## src/rtl/ir_rx_pkg.sv

```systemverilog
package ir_rx_pkg;

   // Entry layout: level bit on top, (run length - 1) below it
   localparam int unsigned LEN_W   = 7;
   localparam int unsigned ENTRY_W = LEN_W + 1;
   localparam int unsigned MAX_RUN = 1 << LEN_W;
   localparam int unsigned REG_W   = 32;

   // Threshold field widths
   localparam int unsigned NTHR_W = 6;
   localparam int unsigned ITHR_W = 8;

   // Word indices of the register map
   localparam logic [2:0] IDX_CTRL  = 3'd0;
   localparam logic [2:0] IDX_RXCFG = 3'd1;
   localparam logic [2:0] IDX_SAMP  = 3'd2;
   localparam logic [2:0] IDX_INTEN = 3'd3;
   localparam logic [2:0] IDX_STAT  = 3'd4;
   localparam logic [2:0] IDX_FIFO  = 3'd5;

   // Bit positions
   localparam int unsigned B_GEN  = 0;
   localparam int unsigned B_RXEN = 1;
   localparam int unsigned B_MODE = 4;
   localparam int unsigned B_INV  = 2;
   localparam int unsigned B_NTHR = 2;
   localparam int unsigned B_ITHR = 8;
   localparam int unsigned B_OVF  = 0;
   localparam int unsigned B_PE   = 1;
   localparam int unsigned B_DA   = 4;
   localparam int unsigned B_LVL  = 8;
   localparam int unsigned B_CNT  = 8;

   localparam logic [1:0] MODE_RX = 2'b11;

   typedef struct packed {
      logic             lvl;
      logic [LEN_W-1:0] len_m1;
   } run_entry_t;

endpackage

```

## src/rtl/ir_rx_front.sv

```systemverilog
module ir_rx_front
   import ir_rx_pkg::*;
#(
   parameter int unsigned TICK_DIV    = 64,
   parameter int unsigned SYNC_STAGES = 2
) (
   input  logic              clk,
   input  logic              rst_n,
   input  logic              en,
   input  logic              invert,
   input  logic              ir_in,
   input  logic [NTHR_W-1:0] noise_thr,
   output logic              stb,
   output logic              level
);

   localparam int unsigned DIV_W = (TICK_DIV > 1) ? $clog2(TICK_DIV) : 1;
   localparam logic [DIV_W-1:0] DIV_LAST = DIV_W'(TICK_DIV - 1);

   if (TICK_DIV < 2) begin : g_div_chk
      $error("ir_rx_front: TICK_DIV must be at least 2");
   end
   if (SYNC_STAGES < 2) begin : g_sync_chk
      $error("ir_rx_front: SYNC_STAGES must be at least 2");
   end

   logic [SYNC_STAGES-1:0] sync_q;
   logic [DIV_W-1:0]       div_q;
   logic [NTHR_W-1:0]      glitch_q;
   logic                   flt_q;
   logic                   stb_q;
   logic                   tick;
   logic                   sample;

   always_ff @(posedge clk) begin
      if (!rst_n) begin
         sync_q <= '0;
      end else begin
         sync_q <= {sync_q[SYNC_STAGES-2:0], ir_in};
      end
   end

   assign sample = sync_q[SYNC_STAGES-1] ^ invert;
   assign tick   = (div_q == DIV_LAST);

   // Glitch filter: a new level is taken on its (noise_thr+1)-th
   // consecutive differing sample, so every edge moves by the same delay
   always_ff @(posedge clk) begin
      if (!rst_n || !en) begin
         div_q    <= '0;
         glitch_q <= '0;
         flt_q    <= 1'b0;
         stb_q    <= 1'b0;
      end else begin
         stb_q <= tick;
         div_q <= tick ? '0 : div_q + 1'b1;
         if (tick) begin
            if (sample == flt_q) begin
               glitch_q <= '0;
            end else if (glitch_q >= noise_thr) begin
               flt_q    <= sample;
               glitch_q <= '0;
            end else begin
               glitch_q <= glitch_q + 1'b1;
            end
         end
      end
   end

   assign stb   = stb_q;
   assign level = flt_q;

endmodule

```

## src/rtl/ir_rx_runlen.sv

```systemverilog
module ir_rx_runlen
   import ir_rx_pkg::*;
(
   input  logic              clk,
   input  logic              rst_n,
   input  logic              en,
   input  logic              stb,
   input  logic              level,
   input  logic [ITHR_W-1:0] idle_thr,
   output logic              push,
   output run_entry_t        entry,
   output logic              pkt_end
);

   localparam int unsigned LCNT_W = LEN_W + 1;
   localparam int unsigned ICNT_W = ITHR_W + 1;
   localparam logic [LCNT_W-1:0] LEN_MAX = LCNT_W'(MAX_RUN);

   logic              idle_q, idle_n;
   logic              cur_q, cur_n;
   logic [LCNT_W-1:0] len_q, len_n;
   logic [ICNT_W-1:0] icnt_q, icnt_n;
   logic [ICNT_W-1:0] icnt_inc;
   logic [LCNT_W-1:0] len_dec;
   logic [LEN_W-1:0]  flush_len;
   logic              idle_hit;

   assign icnt_inc  = icnt_q + 1'b1;
   assign len_dec   = len_q - 1'b1;
   assign idle_hit  = !cur_q && (icnt_inc > {1'b0, idle_thr});
   assign flush_len = (len_q == LEN_MAX) ? '1 : len_q[LEN_W-1:0];

   always_comb begin
      idle_n  = idle_q;
      cur_n   = cur_q;
      len_n   = len_q;
      icnt_n  = icnt_q;
      push    = 1'b0;
      pkt_end = 1'b0;
      entry   = '0;
      if (stb) begin
         if (idle_q) begin
            if (level) begin
               idle_n = 1'b0;
               cur_n  = 1'b1;
               len_n  = LCNT_W'(1);
               icnt_n = '0;
            end
         end else if (level != cur_q) begin
            push         = 1'b1;
            entry.lvl    = cur_q;
            entry.len_m1 = len_dec[LEN_W-1:0];
            cur_n        = level;
            len_n        = LCNT_W'(1);
            icnt_n       = level ? '0 : ICNT_W'(1);
         end else if (idle_hit) begin
            push         = 1'b1;
            pkt_end      = 1'b1;
            entry.lvl    = 1'b0;
            entry.len_m1 = flush_len;
            idle_n       = 1'b1;
            len_n        = '0;
            icnt_n       = '0;
         end else if (len_q == LEN_MAX) begin
            push         = 1'b1;
            entry.lvl    = cur_q;
            entry.len_m1 = '1;
            len_n        = LCNT_W'(1);
            icnt_n       = cur_q ? '0 : icnt_inc;
         end else begin
            len_n  = len_q + 1'b1;
            icnt_n = cur_q ? '0 : icnt_inc;
         end
      end
   end

   always_ff @(posedge clk) begin
      if (!rst_n || !en) begin
         idle_q <= 1'b1;
         cur_q  <= 1'b0;
         len_q  <= '0;
         icnt_q <= '0;
      end else begin
         idle_q <= idle_n;
         cur_q  <= cur_n;
         len_q  <= len_n;
         icnt_q <= icnt_n;
      end
   end

endmodule

```

## src/rtl/ir_rx_fifo.sv

```systemverilog
module ir_rx_fifo #(
   parameter int unsigned DEPTH = 16,
   parameter int unsigned WIDTH = 8,
   localparam int unsigned AW    = $clog2(DEPTH),
   localparam int unsigned CNT_W = AW + 1
) (
   input  logic             clk,
   input  logic             rst_n,
   input  logic             push,
   input  logic [WIDTH-1:0] wdata,
   input  logic             pop,
   output logic [WIDTH-1:0] rdata,
   output logic [CNT_W-1:0] count,
   output logic             full,
   output logic             empty
);

   if (DEPTH != 16 && DEPTH != 64) begin : g_depth_chk
      $error("ir_rx_fifo: DEPTH must be 16 or 64");
   end

   logic [WIDTH-1:0] mem [DEPTH];
   logic [AW-1:0]    wptr_q;
   logic [AW-1:0]    rptr_q;
   logic [CNT_W-1:0] cnt_q;
   logic             do_push;
   logic             do_pop;

   assign full    = (cnt_q == CNT_W'(DEPTH));
   assign empty   = (cnt_q == '0);
   assign do_push = push && !full;
   assign do_pop  = pop && !empty;

   always_ff @(posedge clk) begin
      if (do_push) begin
         mem[wptr_q] <= wdata;
      end
   end

   always_ff @(posedge clk) begin
      if (!rst_n) begin
         wptr_q <= '0;
         rptr_q <= '0;
         cnt_q  <= '0;
      end else begin
         if (do_push) wptr_q <= wptr_q + 1'b1;
         if (do_pop)  rptr_q <= rptr_q + 1'b1;
         case ({do_push, do_pop})
            2'b10:   cnt_q <= cnt_q + 1'b1;
            2'b01:   cnt_q <= cnt_q - 1'b1;
            default: cnt_q <= cnt_q;
         endcase
      end
   end

   assign rdata = mem[rptr_q];
   assign count = cnt_q;

endmodule

```

## src/rtl/ir_rx_sampler.sv

```systemverilog
module ir_rx_sampler
   import ir_rx_pkg::*;
#(
   parameter int unsigned FIFO_DEPTH = 16,
   parameter int unsigned TICK_DIV   = 64,
   parameter int unsigned ADDR_W     = 5,
   localparam int unsigned LVL_W = $clog2(FIFO_DEPTH),
   localparam int unsigned CNT_W = LVL_W + 1
) (
   input  logic              clk,
   input  logic              rst_n,
   input  logic              ir_in,
   input  logic [ADDR_W-1:0] bus_addr,
   input  logic              bus_wr,
   input  logic              bus_rd,
   input  logic [REG_W-1:0]  bus_wdata,
   output logic [REG_W-1:0]  bus_rdata,
   output logic              irq
);

   if (ADDR_W < 5) begin : g_addr_chk
      $error("ir_rx_sampler: ADDR_W must be at least 5");
   end

   // Configuration state
   logic              gen_q, rxen_q;
   logic [1:0]        mode_q;
   logic              inv_q;
   logic [NTHR_W-1:0] nthr_q;
   logic [ITHR_W-1:0] ithr_q;
   logic              ie_ovf_q, ie_pe_q, ie_da_q;
   logic [LVL_W-1:0]  trig_q;

   // Sticky flags
   logic ovf_q, pe_q, da_q;

   // Decode
   logic       addr_ok;
   logic [2:0] idx;
   logic       wr_ctrl, wr_rxcfg, wr_samp, wr_inten, wr_stat;
   logic       run_en;

   assign addr_ok  = ((bus_addr >> 5) == '0);
   assign idx      = bus_addr[4:2];
   assign wr_ctrl  = bus_wr && addr_ok && (idx == IDX_CTRL);
   assign wr_rxcfg = bus_wr && addr_ok && (idx == IDX_RXCFG);
   assign wr_samp  = bus_wr && addr_ok && (idx == IDX_SAMP);
   assign wr_inten = bus_wr && addr_ok && (idx == IDX_INTEN);
   assign wr_stat  = bus_wr && addr_ok && (idx == IDX_STAT);
   assign run_en   = gen_q && rxen_q && (mode_q == MODE_RX);

   // Datapath
   logic                fe_stb, fe_level;
   logic                rl_push, rl_pkt_end;
   run_entry_t          rl_entry;
   logic                fifo_pop, fifo_full, fifo_empty;
   logic [ENTRY_W-1:0]  fifo_head;
   logic [CNT_W-1:0]    fifo_cnt;

   ir_rx_front #(
      .TICK_DIV    (TICK_DIV),
      .SYNC_STAGES (2)
   ) u_front (
      .clk       (clk),
      .rst_n     (rst_n),
      .en        (run_en),
      .invert    (inv_q),
      .ir_in     (ir_in),
      .noise_thr (nthr_q),
      .stb       (fe_stb),
      .level     (fe_level)
   );

   ir_rx_runlen u_runlen (
      .clk      (clk),
      .rst_n    (rst_n),
      .en       (run_en),
      .stb      (fe_stb),
      .level    (fe_level),
      .idle_thr (ithr_q),
      .push     (rl_push),
      .entry    (rl_entry),
      .pkt_end  (rl_pkt_end)
   );

   assign fifo_pop = bus_rd && addr_ok && (idx == IDX_FIFO) && !fifo_empty;

   ir_rx_fifo #(
      .DEPTH (FIFO_DEPTH),
      .WIDTH (ENTRY_W)
   ) u_fifo (
      .clk   (clk),
      .rst_n (rst_n),
      .push  (rl_push),
      .wdata (rl_entry),
      .pop   (fifo_pop),
      .rdata (fifo_head),
      .count (fifo_cnt),
      .full  (fifo_full),
      .empty (fifo_empty)
   );

   // Configuration registers
   always_ff @(posedge clk) begin
      if (!rst_n) begin
         gen_q    <= 1'b0;
         rxen_q   <= 1'b0;
         mode_q   <= 2'b00;
         inv_q    <= 1'b0;
         nthr_q   <= '0;
         ithr_q   <= '0;
         ie_ovf_q <= 1'b0;
         ie_pe_q  <= 1'b0;
         ie_da_q  <= 1'b0;
         trig_q   <= '0;
      end else begin
         if (wr_ctrl) begin
            gen_q  <= bus_wdata[B_GEN];
            rxen_q <= bus_wdata[B_RXEN];
            mode_q <= bus_wdata[B_MODE +: 2];
         end
         if (wr_rxcfg) begin
            inv_q <= bus_wdata[B_INV];
         end
         if (wr_samp) begin
            nthr_q <= bus_wdata[B_NTHR +: NTHR_W];
            ithr_q <= bus_wdata[B_ITHR +: ITHR_W];
         end
         if (wr_inten) begin
            ie_ovf_q <= bus_wdata[B_OVF];
            ie_pe_q  <= bus_wdata[B_PE];
            ie_da_q  <= bus_wdata[B_DA];
            trig_q   <= bus_wdata[B_LVL +: LVL_W];
         end
      end
   end

   // Sticky flags: a set in the same cycle wins over a clear
   logic ovf_set, pe_set, da_set;
   logic ovf_clr, pe_clr, da_clr;

   assign ovf_set = rl_push && fifo_full;
   assign pe_set  = rl_pkt_end;
   assign da_set  = (fifo_cnt > {1'b0, trig_q});
   assign ovf_clr = wr_stat && bus_wdata[B_OVF];
   assign pe_clr  = wr_stat && bus_wdata[B_PE];
   assign da_clr  = wr_stat && bus_wdata[B_DA];

   always_ff @(posedge clk) begin
      if (!rst_n) begin
         ovf_q <= 1'b0;
         pe_q  <= 1'b0;
         da_q  <= 1'b0;
      end else begin
         ovf_q <= (ovf_q && !ovf_clr) || ovf_set;
         pe_q  <= (pe_q  && !pe_clr)  || pe_set;
         da_q  <= (da_q  && !da_clr)  || da_set;
      end
   end

   // Read mux
   always_comb begin
      bus_rdata = '0;
      if (bus_rd && addr_ok) begin
         case (idx)
            IDX_CTRL: begin
               bus_rdata[B_GEN]       = gen_q;
               bus_rdata[B_RXEN]      = rxen_q;
               bus_rdata[B_MODE +: 2] = mode_q;
            end
            IDX_RXCFG: bus_rdata[B_INV] = inv_q;
            IDX_SAMP: begin
               bus_rdata[B_NTHR +: NTHR_W] = nthr_q;
               bus_rdata[B_ITHR +: ITHR_W] = ithr_q;
            end
            IDX_INTEN: begin
               bus_rdata[B_OVF]         = ie_ovf_q;
               bus_rdata[B_PE]          = ie_pe_q;
               bus_rdata[B_DA]          = ie_da_q;
               bus_rdata[B_LVL +: LVL_W] = trig_q;
            end
            IDX_STAT: begin
               bus_rdata[B_OVF]          = ovf_q;
               bus_rdata[B_PE]           = pe_q;
               bus_rdata[B_DA]           = da_q;
               bus_rdata[B_CNT +: CNT_W] = fifo_cnt;
            end
            IDX_FIFO: begin
               if (!fifo_empty) bus_rdata[ENTRY_W-1:0] = fifo_head;
            end
            default: bus_rdata = '0;
         endcase
      end
   end

   assign irq = (ovf_q && ie_ovf_q) || (pe_q && ie_pe_q) || (da_q && ie_da_q);

endmodule

```

## config.mk

```make
export PLATFORM = sky130hd
export DESIGN_NAME = ir_rx_sampler
export DESIGN_NICKNAME = d
export VERILOG_FILES = /design/src/rtl/ir_rx_pkg.sv /design/src/rtl/ir_rx_front.sv /design/src/rtl/ir_rx_runlen.sv /design/src/rtl/ir_rx_fifo.sv /design/src/rtl/ir_rx_sampler.sv
export SDC_FILE = /design/constraint.sdc
export NUM_CORES = 1
export LEC_CHECK = 0
export ABC_AREA = 0
export ABC_CLOCK_PERIOD_IN_PS = 4550
export BUFFER_PORTS_ARGS = -buffer_cell sky130_fd_sc_hd__buf_2
export CORE_MARGIN = 4
export CORE_UTILIZATION = 35
export CTS_BUF_LIST = sky130_fd_sc_hd__clkbuf_4
export CTS_CLUSTER_SIZE = 40
export DETAILED_ROUTE_END_ITERATION = 16
export SYNTH_ARGS = -nofsm -noshare
export SYNTH_HDL_FRONTEND = slang
export SYNTH_SLANG_ARGS = --single-unit
```

## constraint.sdc

```tcl
create_clock -name clk -period 4.55 [get_ports clk]
set_clock_uncertainty 0.15 [all_clocks]
set_input_delay 0.6825 -clock clk [delete_from_list [all_inputs] [get_ports clk]]
set_output_delay 0.6825 -clock clk [all_outputs]
set_load 0.02 [all_outputs]
```

==> out/qor.yml, run 1 <==
power_and_ir_drop:
  ir_worst_vdd_mv: 0.144
  powerDensity_mw_per_mm2: 330
  p_total_mw: 3.66
  cellLeakagePower_nw: 3.59
timing:
  finalCritPeriodShare: 0.922
  timing.final.ws_setup_ns: 0.353
  drv_slew: 0
  maxSlewHeadroom: 0.359
  hold_viol: 0
  finalSetupViolCount: 0
  timing.setup.tns_ns: 0
  clock.fmax_mhz: 238
  period_needed_ns: 4.20
  worst_pin_slew_ns: 0.958
  rsz0062_at_grt: "false"
place:
  port_buffers: 40
  dp_worst_setup_slack_ns: 0.447
  dpl.hpwl_um: 14600
  gp_congestion: 0.811
  dpl_cell_area_mm2: 0.0104
  dp.cells: 1204
grt:
  grt_pass1_vias: 6216
  overflow: 0
  grt_max_degree: 49
  grt_pass1_wl_um: 33700
  antenna_found_initial: 1
  grt_usage: 0.138
worst_setup_path:
  path_class: "flip-flop to output port"
  crit_arrival_ns: 3.36
  cp-start-kind: "flip-flop"
  cp.required_ns: 3.72
  cp_max_fo: 23
  cp-end-kind: "output port"
synthesis:
  synth.top_cell.area_share: 0.390
  yosys-top-cells-count: "128 x edfxtp_1, 94 x nand2_1, 81 x dfxtp_1"
  synth-seq-cells: 209
  synth_seq_area_share: 0.554
  yosys_warnings: 0
  synth_most_common_cell: "edfxtp_1"
  synth_top_area_cell: "edfxtp_1"
  syn_avg_cell_area_um2: 12.2
  ys_async_sr_fraction: 0
  synth_area_mm2: 0.00987
  synthCells: 807
  synth_cell_type_count: 64
  synth_edf_count: 128
  yosys-top-cells-area: "edfxtp_1 39%, dfxtp_1 16%, mux4_2 8.4%, ha_1 3.9%, nand2_1 3.6%"
  synthFlopType: "edfxtp_1"
clock_network:
  h-tree-depth: 2
  cts_tree: "yes"
  clk_pin_slew_worst_paths_ns: 0.06
  clk_path_buf_depth: 3
  root_buffer: "clkbuf_4"
  postCtsSetupBuffers: 0
  insertion_delay_ns: 0.69
  ctsHoldBuffers: 0
  cts_sinks: 209
  cts_resized: 0
  cts_buffers: 55
floorplan:
  ioPinCount: 75
  fp.dieW_um: 176
  start_util: 0.355
  coreArea_mm2: 0.0278
  rows: 61
  fp.dieH_um: 176
  dieArea_mm2: 0.0309
finish:
  drive_gt1_frac: 0.219
  finalNonFillerCells: 1300
  fin_nets: 956
  design_area_mm2: 0.0111
  syn2layout_area_growth_pct: 12.3
route:
  wire_per_inst_um: 16.6
  drtIter0Drc: 384
  ant_nets: 0
  finalWirelength_um: 21500
  vias: 6427
  first_pass_iters: 5
  routed_via_density: 4.94
  drc: 0
hold_path:
  hp-class: "input pin to flip-flop"
run:
  cap_violations: 0
outcome:
  status: "finished, final reports clean"
per-layer routing:
metal,vias up,GRT usage,share of wire
met5,-,0,0
met4,0,0.0465,0.022
met3,37,0.0402,0.070
met2,182,0.228,0.48
met1,3090,0.173,0.43
li1,3118,-,-
final timing paths:
| check | startpoint | end | slack, ns | cells past startpoint |
|---|---|---|---|---|
| setup / recovery | flip-flop | bus_rdata[2] | 0.35 | 5 |
| hold / removal | ir_in | u_front.sync_q[0] | 0.1 | 2 |
| setup reg to reg | u_runlen.icnt_q[0] | u_fifo.count[4] | 0.52 | 20 |
| hold reg to reg | u_front.sync_q[0] | u_front.sync_q[1] | 0.29 | 1 |
cell usage in the layout (no fill, tap or decap), types with 7 or more instances in the layout:
cell type and count:
a21boi_0 27, a21o_1 9, a21oi_1 21, and2_1 14, and3_1 21, buf_2 40
buf_4 16, clkbuf_4 83, clkinv_1 8, conb_1 16, dfxtp_1 80, edfxtp_1 128
ha_1 31, inv_1 33, mux2i_1 14, mux4_2 37, nand2_1 94, nand2b_1 12
nand3_1 21, nor2_1 50, nor2b_1 17, nor3_1 10, o21ai_0 24, or2_2 7
xnor2_1 13, xor2_1 12
flip-flops by register name, indices dropped and copies added, names as in the netlist, 2 cells and up, named ones only:
name,count
u_fifo.mem,128
u_runlen.icnt_q,9
ithr_q,8
u_runlen.len_q,8
nthr_q,6
u_front.div_q,6
u_front.glitch_q,6
u_fifo.count,5
trig_q,4
u_fifo.rptr_q,4
u_fifo.wptr_q,4
mode_q,2
u_front.sync_q,2
critical path, stage by stage, from the launching register on:
cell and delay (ns):
dfxtp_2 0.86, buf_4 0.30, mux4_2 0.55, mux4_2 0.55, a32o_1 0.25, buf_2 0.16
stage by stage:
step / hold WS, ns / utilization
after global routing: 0.0462 / 0.399
after detailed placement: 0.286 / 0.374
after CTS: 0.0293 / 0.399
final: 0.0965 / 0.399
after global placement: 0.274 / 0.374
after floorplan: 0.262 / -
cell families after synthesis:
group / count (synthesis) / synth area share
compound gates: 128 / 0.0897
fa+ha+maj: 31 / 0.0393
mux: 55 / 0.108
other cells: 1 / 0.000380
flops: 209 / 0.554
buf+inv: 86 / 0.0467
xor+xnor: 25 / 0.0222
simple gates: 272 / 0.140
where the power goes:
part	internal (mW)	switching (mW)	total (mW)
Clock	0.829	0.741	1.57
Sequential	1.99	0.00532	2.00
Combinational	0.0300	0.0602	0.0902
Total	2.85	0.806	3.66
cell type report:
cell class | instances | area (µm²)
antenna | 1 | 2.50
clock buffer | 83 | 623
clock inverter | 12 | 56.3
fill | 2687 | 16700
inverter | 34 | 128
multi-input combinational | 527 | 4010
sequential | 209 | 5470
tap | 378 | 473
timing repair buffer | 56 | 320
(Power assumes the default switching activity.)
==> run 2, diff against run 1 <==
--- a/constraint.sdc
+++ b/constraint.sdc
@@ -3,3 +3,3 @@
 set_input_delay 0.6825 -clock clk [delete_from_list [all_inputs] [get_ports clk]]
 set_output_delay 0.6825 -clock clk [all_outputs]
-set_load 0.02 [all_outputs]
+set_load 0.1 [all_outputs]
==> run 2 against run 1 <==
  * Non-clock buffer count is 1 higher
  * Sequential cell count stayed put
  * Final cell count is 0.54% higher
  * Critical path depth stayed put
  * Die area stayed put
==> out/qor.yml, run 2 (synthesis results as in run 1) <==
outcome:
  status: "finished, final reports clean"
worst_setup_path:
  cp-start-kind: "flip-flop"
  crit_arrival_ns: 3.43  # +0.07 ns
  cp-end-kind: "output port"
  cp_max_fo: 21  # -8.7%
  cp.required_ns: 3.72  # about the same
  rr_startpoint: "u_runlen.icnt_q[0]"
  path_class: "flip-flop to output port"
finish:
  final_util: 0.400  # +0.00117
  nFillCells: 2678  # -0.33%
  layout_common_cells: "128 x edfxtp_1, 94 x nand2_1, 80 x dfxtp_1, 80 x clkbuf_4, 50 x nor2_1"
  drive_gt1_frac: 0.217  # -0.00273
  syn2layout_area_growth_pct: 12.6
  regArea_mm2: 0.00547  # unchanged
  largest_register_ffs: 128  # unchanged
  reg.largest.list: "u_fifo.mem: 128 flops, u_runlen.icnt_q: 9 flops"
  fin_nets: 957  # +0.10%
  final_common_cell: "edfxtp_1"
  multiInputGateArea_mm2: 0.00401  # unchanged
  registers.top_by_ff_count: "u_fifo.mem"
route:
  vias: 6456  # +0.45%
  drc: 0  # unchanged
  wl_met3_um: 1410  # -6.4%
  wl_met1_um: 9420  # +1.5%
  first_pass_iters: 5  # unchanged
  ant_nets: 0  # unchanged
  met2_length_um: 10500  # +2.3%
  finalWirelength_um: 21700  # +0.66%
  drtIter0Drc: 459  # +20%
  routed_via_density: 4.94  # about the same
  routed.top_layer: "met4"
  wire_per_inst_um: 16.6  # +0.12%
clock_network:
  root_buffer: "clkbuf_4"
  cts_sinks: 209  # unchanged
  clk_path_buf_depth: 3  # unchanged
  postCtsSetupBuffers: 0  # unchanged
  h-tree-depth: 2  # unchanged
  insertion_delay_ns: 0.69  # about the same
  cts_resized: 0  # unchanged
  cts_buffers: 55  # unchanged
  ctsHoldBuffers: 0  # unchanged
  clk_pin_slew_worst_paths_ns: 0.07  # about the same
  cts_tree: "yes"
grt:
  overflow: 0  # unchanged
  grt_pass1_wl_um: 34500  # +2.1%
  grt_usage: 0.141  # +0.00352
  grt_pass1_vias: 6300  # +1.4%
  antenna_found_initial: 1  # unchanged
  grt_max_degree: 49  # unchanged
place:
  dpl.hpwl_um: 14600  # +0.21%
  gp_congestion: 0.811  # about the same
  port_buffers: 40  # unchanged
floorplan:
  coreArea_mm2: 0.0278  # unchanged
  fp.dieW_um: 176  # unchanged
  fp.dieH_um: 176  # unchanged
  dieArea_mm2: 0.0309  # unchanged
  start_util: 0.355  # unchanged
  ioPinCount: 75  # unchanged
  rows: 61  # unchanged
power_and_ir_drop:
  powerDensity_mw_per_mm2: 336  # +1.8%
  ir_worst_vdd_mv: 0.166  # +16%
  cellLeakagePower_nw: 3.60  # +0.31%
timing:
  clock.fmax_mhz: 235  # -1.5%
  hold_viol: 0  # unchanged
  finalCritPeriodShare: 0.936  # +0.0140
  maxSlewHeadroom: 0.329  # -0.0297
  rsz0062_at_grt: "false"
  drv_slew: 0  # unchanged
  worst_pin_slew_ns: 1.00  # +0.0444 ns
  finalSetupViolCount: 0  # unchanged
  timing.setup.tns_ns: 0  # unchanged
  period_needed_ns: 4.26  # +0.0638 ns
hold_path:
  hp-start: "ir_in"
  hp-class: "input pin to flip-flop"
run:
  cap_violations: 0  # unchanged
## run 2: cell count changes in the layout (fill, tap and decap cells not counted), sizes merged
cell	before	now
clkbuf	83	80
clkinv	10	19
buf	56	57
## run 2: per-stage QoR
stage / hold slack (ns) / cell area [µm²] / power, mW / setup slack, ns / std cells
6_report: 0.0628 / 11100 / 3.74 / 0.290 / 1307
5_1_grt: 0.0163 / 11100 / 3.92 / 0.105 / 1307
4_1_cts: 0.0109 / 11100 / 3.80 / 0.171 / 1306
3_5_place_dp: 0.285 / 10400 / 2.18 / 0.464 / 1205
3_3_place_gp: 0.274 / 10400 / 2.18 / 0.478 / 1205
2_1_floorplan: 0.262 / 9920 / 2.16 / 0.366 / 822
## run 2: worst paths after layout
check | to | slack (ns) | depth (start not counted)
max reg2reg | u_fifo.count[4] | 0.51 | 20
max | bus_rdata[2] | 0.29 | 5
min | u_front.sync_q[0] | 0.06 | 2
min reg2reg | u_front.sync_q[1] | 0.29 | 1
## run 2: metal layers
| layer | vias to the layer above | track usage |
|---|---|---|
| li1 | 3110 | - |
| met1 | 3132 | 0.182 |
| met2 | 187 | 0.235 |
| met3 | 27 | 0.0349 |
| met4 | 0 | 0.0455 |
| met5 | - | 0 |
## run 2: power breakdown
part | leakage (nW) | internal (mW) | total [mW] | switching, mW
Clock | 0.417 | 0.818 | 1.60 | 0.782
Combinational | 1.65 | 0.0300 | 0.138 | 0.108
Sequential | 1.54 | 1.99 | 2.00 | 0.00535
Total | 3.60 | 2.84 | 3.74 | 0.896
## run 2: final cells by class
cell class	count	area share
Multi-Input combinational cell	527	0.361
Timing Repair Buffer	57	0.0295
Inverter	34	0.0115
Sequential cell	209	0.492
Clock buffer	80	0.0541
Antenna cell	1	0.000225
Tap cell	378	0.0426
Clock inverter	21	0.00935
## run 2: critical path, stage by stage (launching register included)
cell and delay, ns:
dfxtp_2 0.80, buf_4 0.29, mux4_2 0.54, mux4_2 0.55, a32o_1 0.25, buf_2 0.30
==> run 3, diff against run 2 <==
Settings changed: CTS_BUF_LIST sky130_fd_sc_hd__clkbuf_4 to not set.
==> run 3 against run 2 <==
  * Sequential cell count stayed put
  * First-iteration DRC count is 7.4% higher
  * Register-to-register slack hardly changed
  * Sequential power hardly changed
  * Final cell count is 4.6% lower
  * Sequential share of layout area is 0.15 points lower
  * Core utilization is 0.13 points higher
  * Critical endpoint unchanged
  * Largest power group unchanged
  * Highest routed layer unchanged
==> out/qor.yml, run 3 (synthesis results as in run 1) <==
worst_setup_path:
  cpMostUsedCell: "mux4_2"
  cp.required_ns: 3.72  # about the same
  cp_cell_sequence: "buf_4 > mux4_2 > mux4_2 > a32o_1 > buf_2"
  path_delay_family: "multiplexers"
  critical_path_buf_inv_count: 2  # unchanged
  slowest_delay_ns: 0.80  # about the same
  crit_arrival_ns: 3.25  # -0.18 ns
  cp-start-kind: "flip-flop"
  cp-end-kind: "output port"
  path_class: "flip-flop to output port"
  cpMaxStageDelayCell: "dfxtp_2"
  cp_max_fo: 21  # unchanged
power_and_ir_drop:
  pwr-share-comb: 0.035  # -0.002
  ir_worst_vdd_mv: 0.265  # +59%
  p_sw_frac: 0.215  # -0.0248
  power_switching_mw: 0.852  # -5.0%
  pwr-share-clk: 0.461  # +0.033
  cellLeakagePower_nw: 3.54  # -1.7%
  p_total_mw: 3.96  # +6.0%
  p_int_mw: 3.11  # +9.5%
  powerDensity_mw_per_mm2: 355  # +5.7%
  seq_power_share: 0.504  # -0.031
place:
  dp.cells: 1205  # unchanged
  port_buffers: 40  # unchanged
  gp_congestion: 0.811  # unchanged
  dpl.hpwl_um: 14600  # unchanged
  dp_worst_setup_slack_ns: 0.464  # unchanged
floorplan:
  ioPinCount: 75  # unchanged
  start_util: 0.355  # unchanged
  rows: 61  # unchanged
  dieArea_mm2: 0.0309  # unchanged
  fp.dieH_um: 176  # unchanged
  fp.dieW_um: 176  # unchanged
  coreArea_mm2: 0.0278  # unchanged
hold_path:
  hp-class: "input pin to flip-flop"
grt:
  grt_max_degree: 49  # unchanged
  grt_pass1_vias: 5995  # -4.8%
  overflow: 0  # unchanged
  grt_usage: 0.138  # -0.00330
  antenna_found_initial: 0  # -1
  grt_pass1_wl_um: 33800  # -1.8%
finish:
  reg.largest.list: "u_fifo.mem: 128 flops, u_runlen.icnt_q: 9 flops"
  regArea_mm2: 0.00547  # unchanged
  largest_register_ffs: 128  # unchanged
  fin_nets: 925  # -3.3%
  layout_common_cells: "128 x edfxtp_1, 94 x nand2_1, 80 x dfxtp_1, 50 x nor2_1, 40 x buf_2"
  diodes: 0  # -1
  finalNonFillerCells: 1247  # -4.6%
  nFillCells: 2667  # -0.41%
  registers.top_by_ff_count: "u_fifo.mem"
  drive_gt1_frac: 0.169  # -0.0474
  final_util: 0.401  # +0.00126
  syn2layout_area_growth_pct: 13.0
  final_common_cell: "edfxtp_1"
  multiInputGateArea_mm2: 0.00401  # unchanged
clock_network:
  clk_pin_slew_worst_paths_ns: 0.06  # about the same
  cts_buffers: 23  # -58%
  clk_path_buf_depth: 3  # unchanged
  cts_tree: "yes"
  cts_sinks: 209  # unchanged
  ctsHoldBuffers: 0  # unchanged
  insertion_delay_ns: 0.51  # -0.18 ns
  cts_resized: 0  # unchanged
  postCtsSetupBuffers: 0  # unchanged
  root_buffer: "clkbuf_16"
  h-tree-depth: 1  # -1
timing:
  clock.fmax_mhz: 245  # +4.3%
  worst_pin_slew_ns: 1.04  # +0.0398 ns
  period_needed_ns: 4.09  # -0.175 ns
  rsz0062_at_grt: "false"
  hold_viol: 0  # unchanged
  timing.final.ws_setup_ns: 0.465  # +0.175 ns
  maxSlewHeadroom: 0.303  # -0.0266
  drv_slew: 0  # unchanged
  finalCritPeriodShare: 0.898  # -0.0385
  timing.setup.tns_ns: 0  # unchanged
  finalSetupViolCount: 0  # unchanged
route:
  first_pass_iters: 4  # -1
  wire_per_inst_um: 17.2  # +3.6%
  ant_nets: 0  # unchanged
  drtIter0Drc: 493  # +7.4%
  routed_via_density: 4.99  # +1.1%
  vias: 6227  # -3.5%
  drc: 0  # unchanged
  finalWirelength_um: 21400  # -1.2%
outcome:
  status: "finished, final reports clean"
run:
  cap_violations: 0  # unchanged
## run 3: cell count changes in the layout (fill, tap and decap cells not counted), moves of 2 or more
cell       before  now
clkbuf_4       80    0
clkbuf_8        0    2
bufinv_16       0    2
clkbuf_1        0    8
inv_6           2    0
clkbuf_16       0   23
clkinv_1       16    3
## run 3: area by class of cell
type | instances | share of cell area
flip-flops and latches | 209 | 0.490
clock buffers | 33 | 0.0568
well taps | 378 | 0.0424
inverters | 34 | 0.0115
clock inverters | 9 | 0.00977
repair buffers | 57 | 0.0294
multi-input cells | 527 | 0.360
## run 3: path summary, 6_finish.rpt
check,startpoint,to,slack (ns),depth (start not counted)
worst max-delay path,flip-flop,bus_rdata[2],0.46,5
worst min register to register,u_front.sync_q[0],u_front.sync_q[1],0.29,1
worst max register to register,u_runlen.icnt_q[0],u_fifo.count[4],0.51,20
worst min-delay path,ir_in,u_front.sync_q[0],0.24,2
## run 3: stage by stage
step	area, µm²	hold slack (ns)
5_1_grt	11100	0.224
3_5_place_dp	10400	0.285
4_1_cts	11100	0.222
3_3_place_gp	10400	0.274
2_1_floorplan	9920	0.262
6_report	11100	0.237
## run 3: metal layers
layer	vias to the layer above	GRT usage	share of wire
li1	3007	-	-
met1	3027	0.185	0.44
met2	167	0.232	0.48
met3	26	0.0254	0.060
met4	0	0.0348	0.019
met5	-	0	0
## run 3: power groups by stage
| stage | registers, mW | clock network [mW] | logic [mW] |
|---|---|---|---|
| 2_1_floorplan | 2.04 | 0 | 0.119 |
| 3_3_place_gp | 2.04 | 0 | 0.138 |
| 3_5_place_dp | 2.04 | 0 | 0.138 |
| 4_1_cts | 2.00 | 1.86 | 0.138 |
| 5_1_grt | 2.00 | 1.96 | 0.148 |
| 6_report | 2.00 | 1.82 | 0.138 |
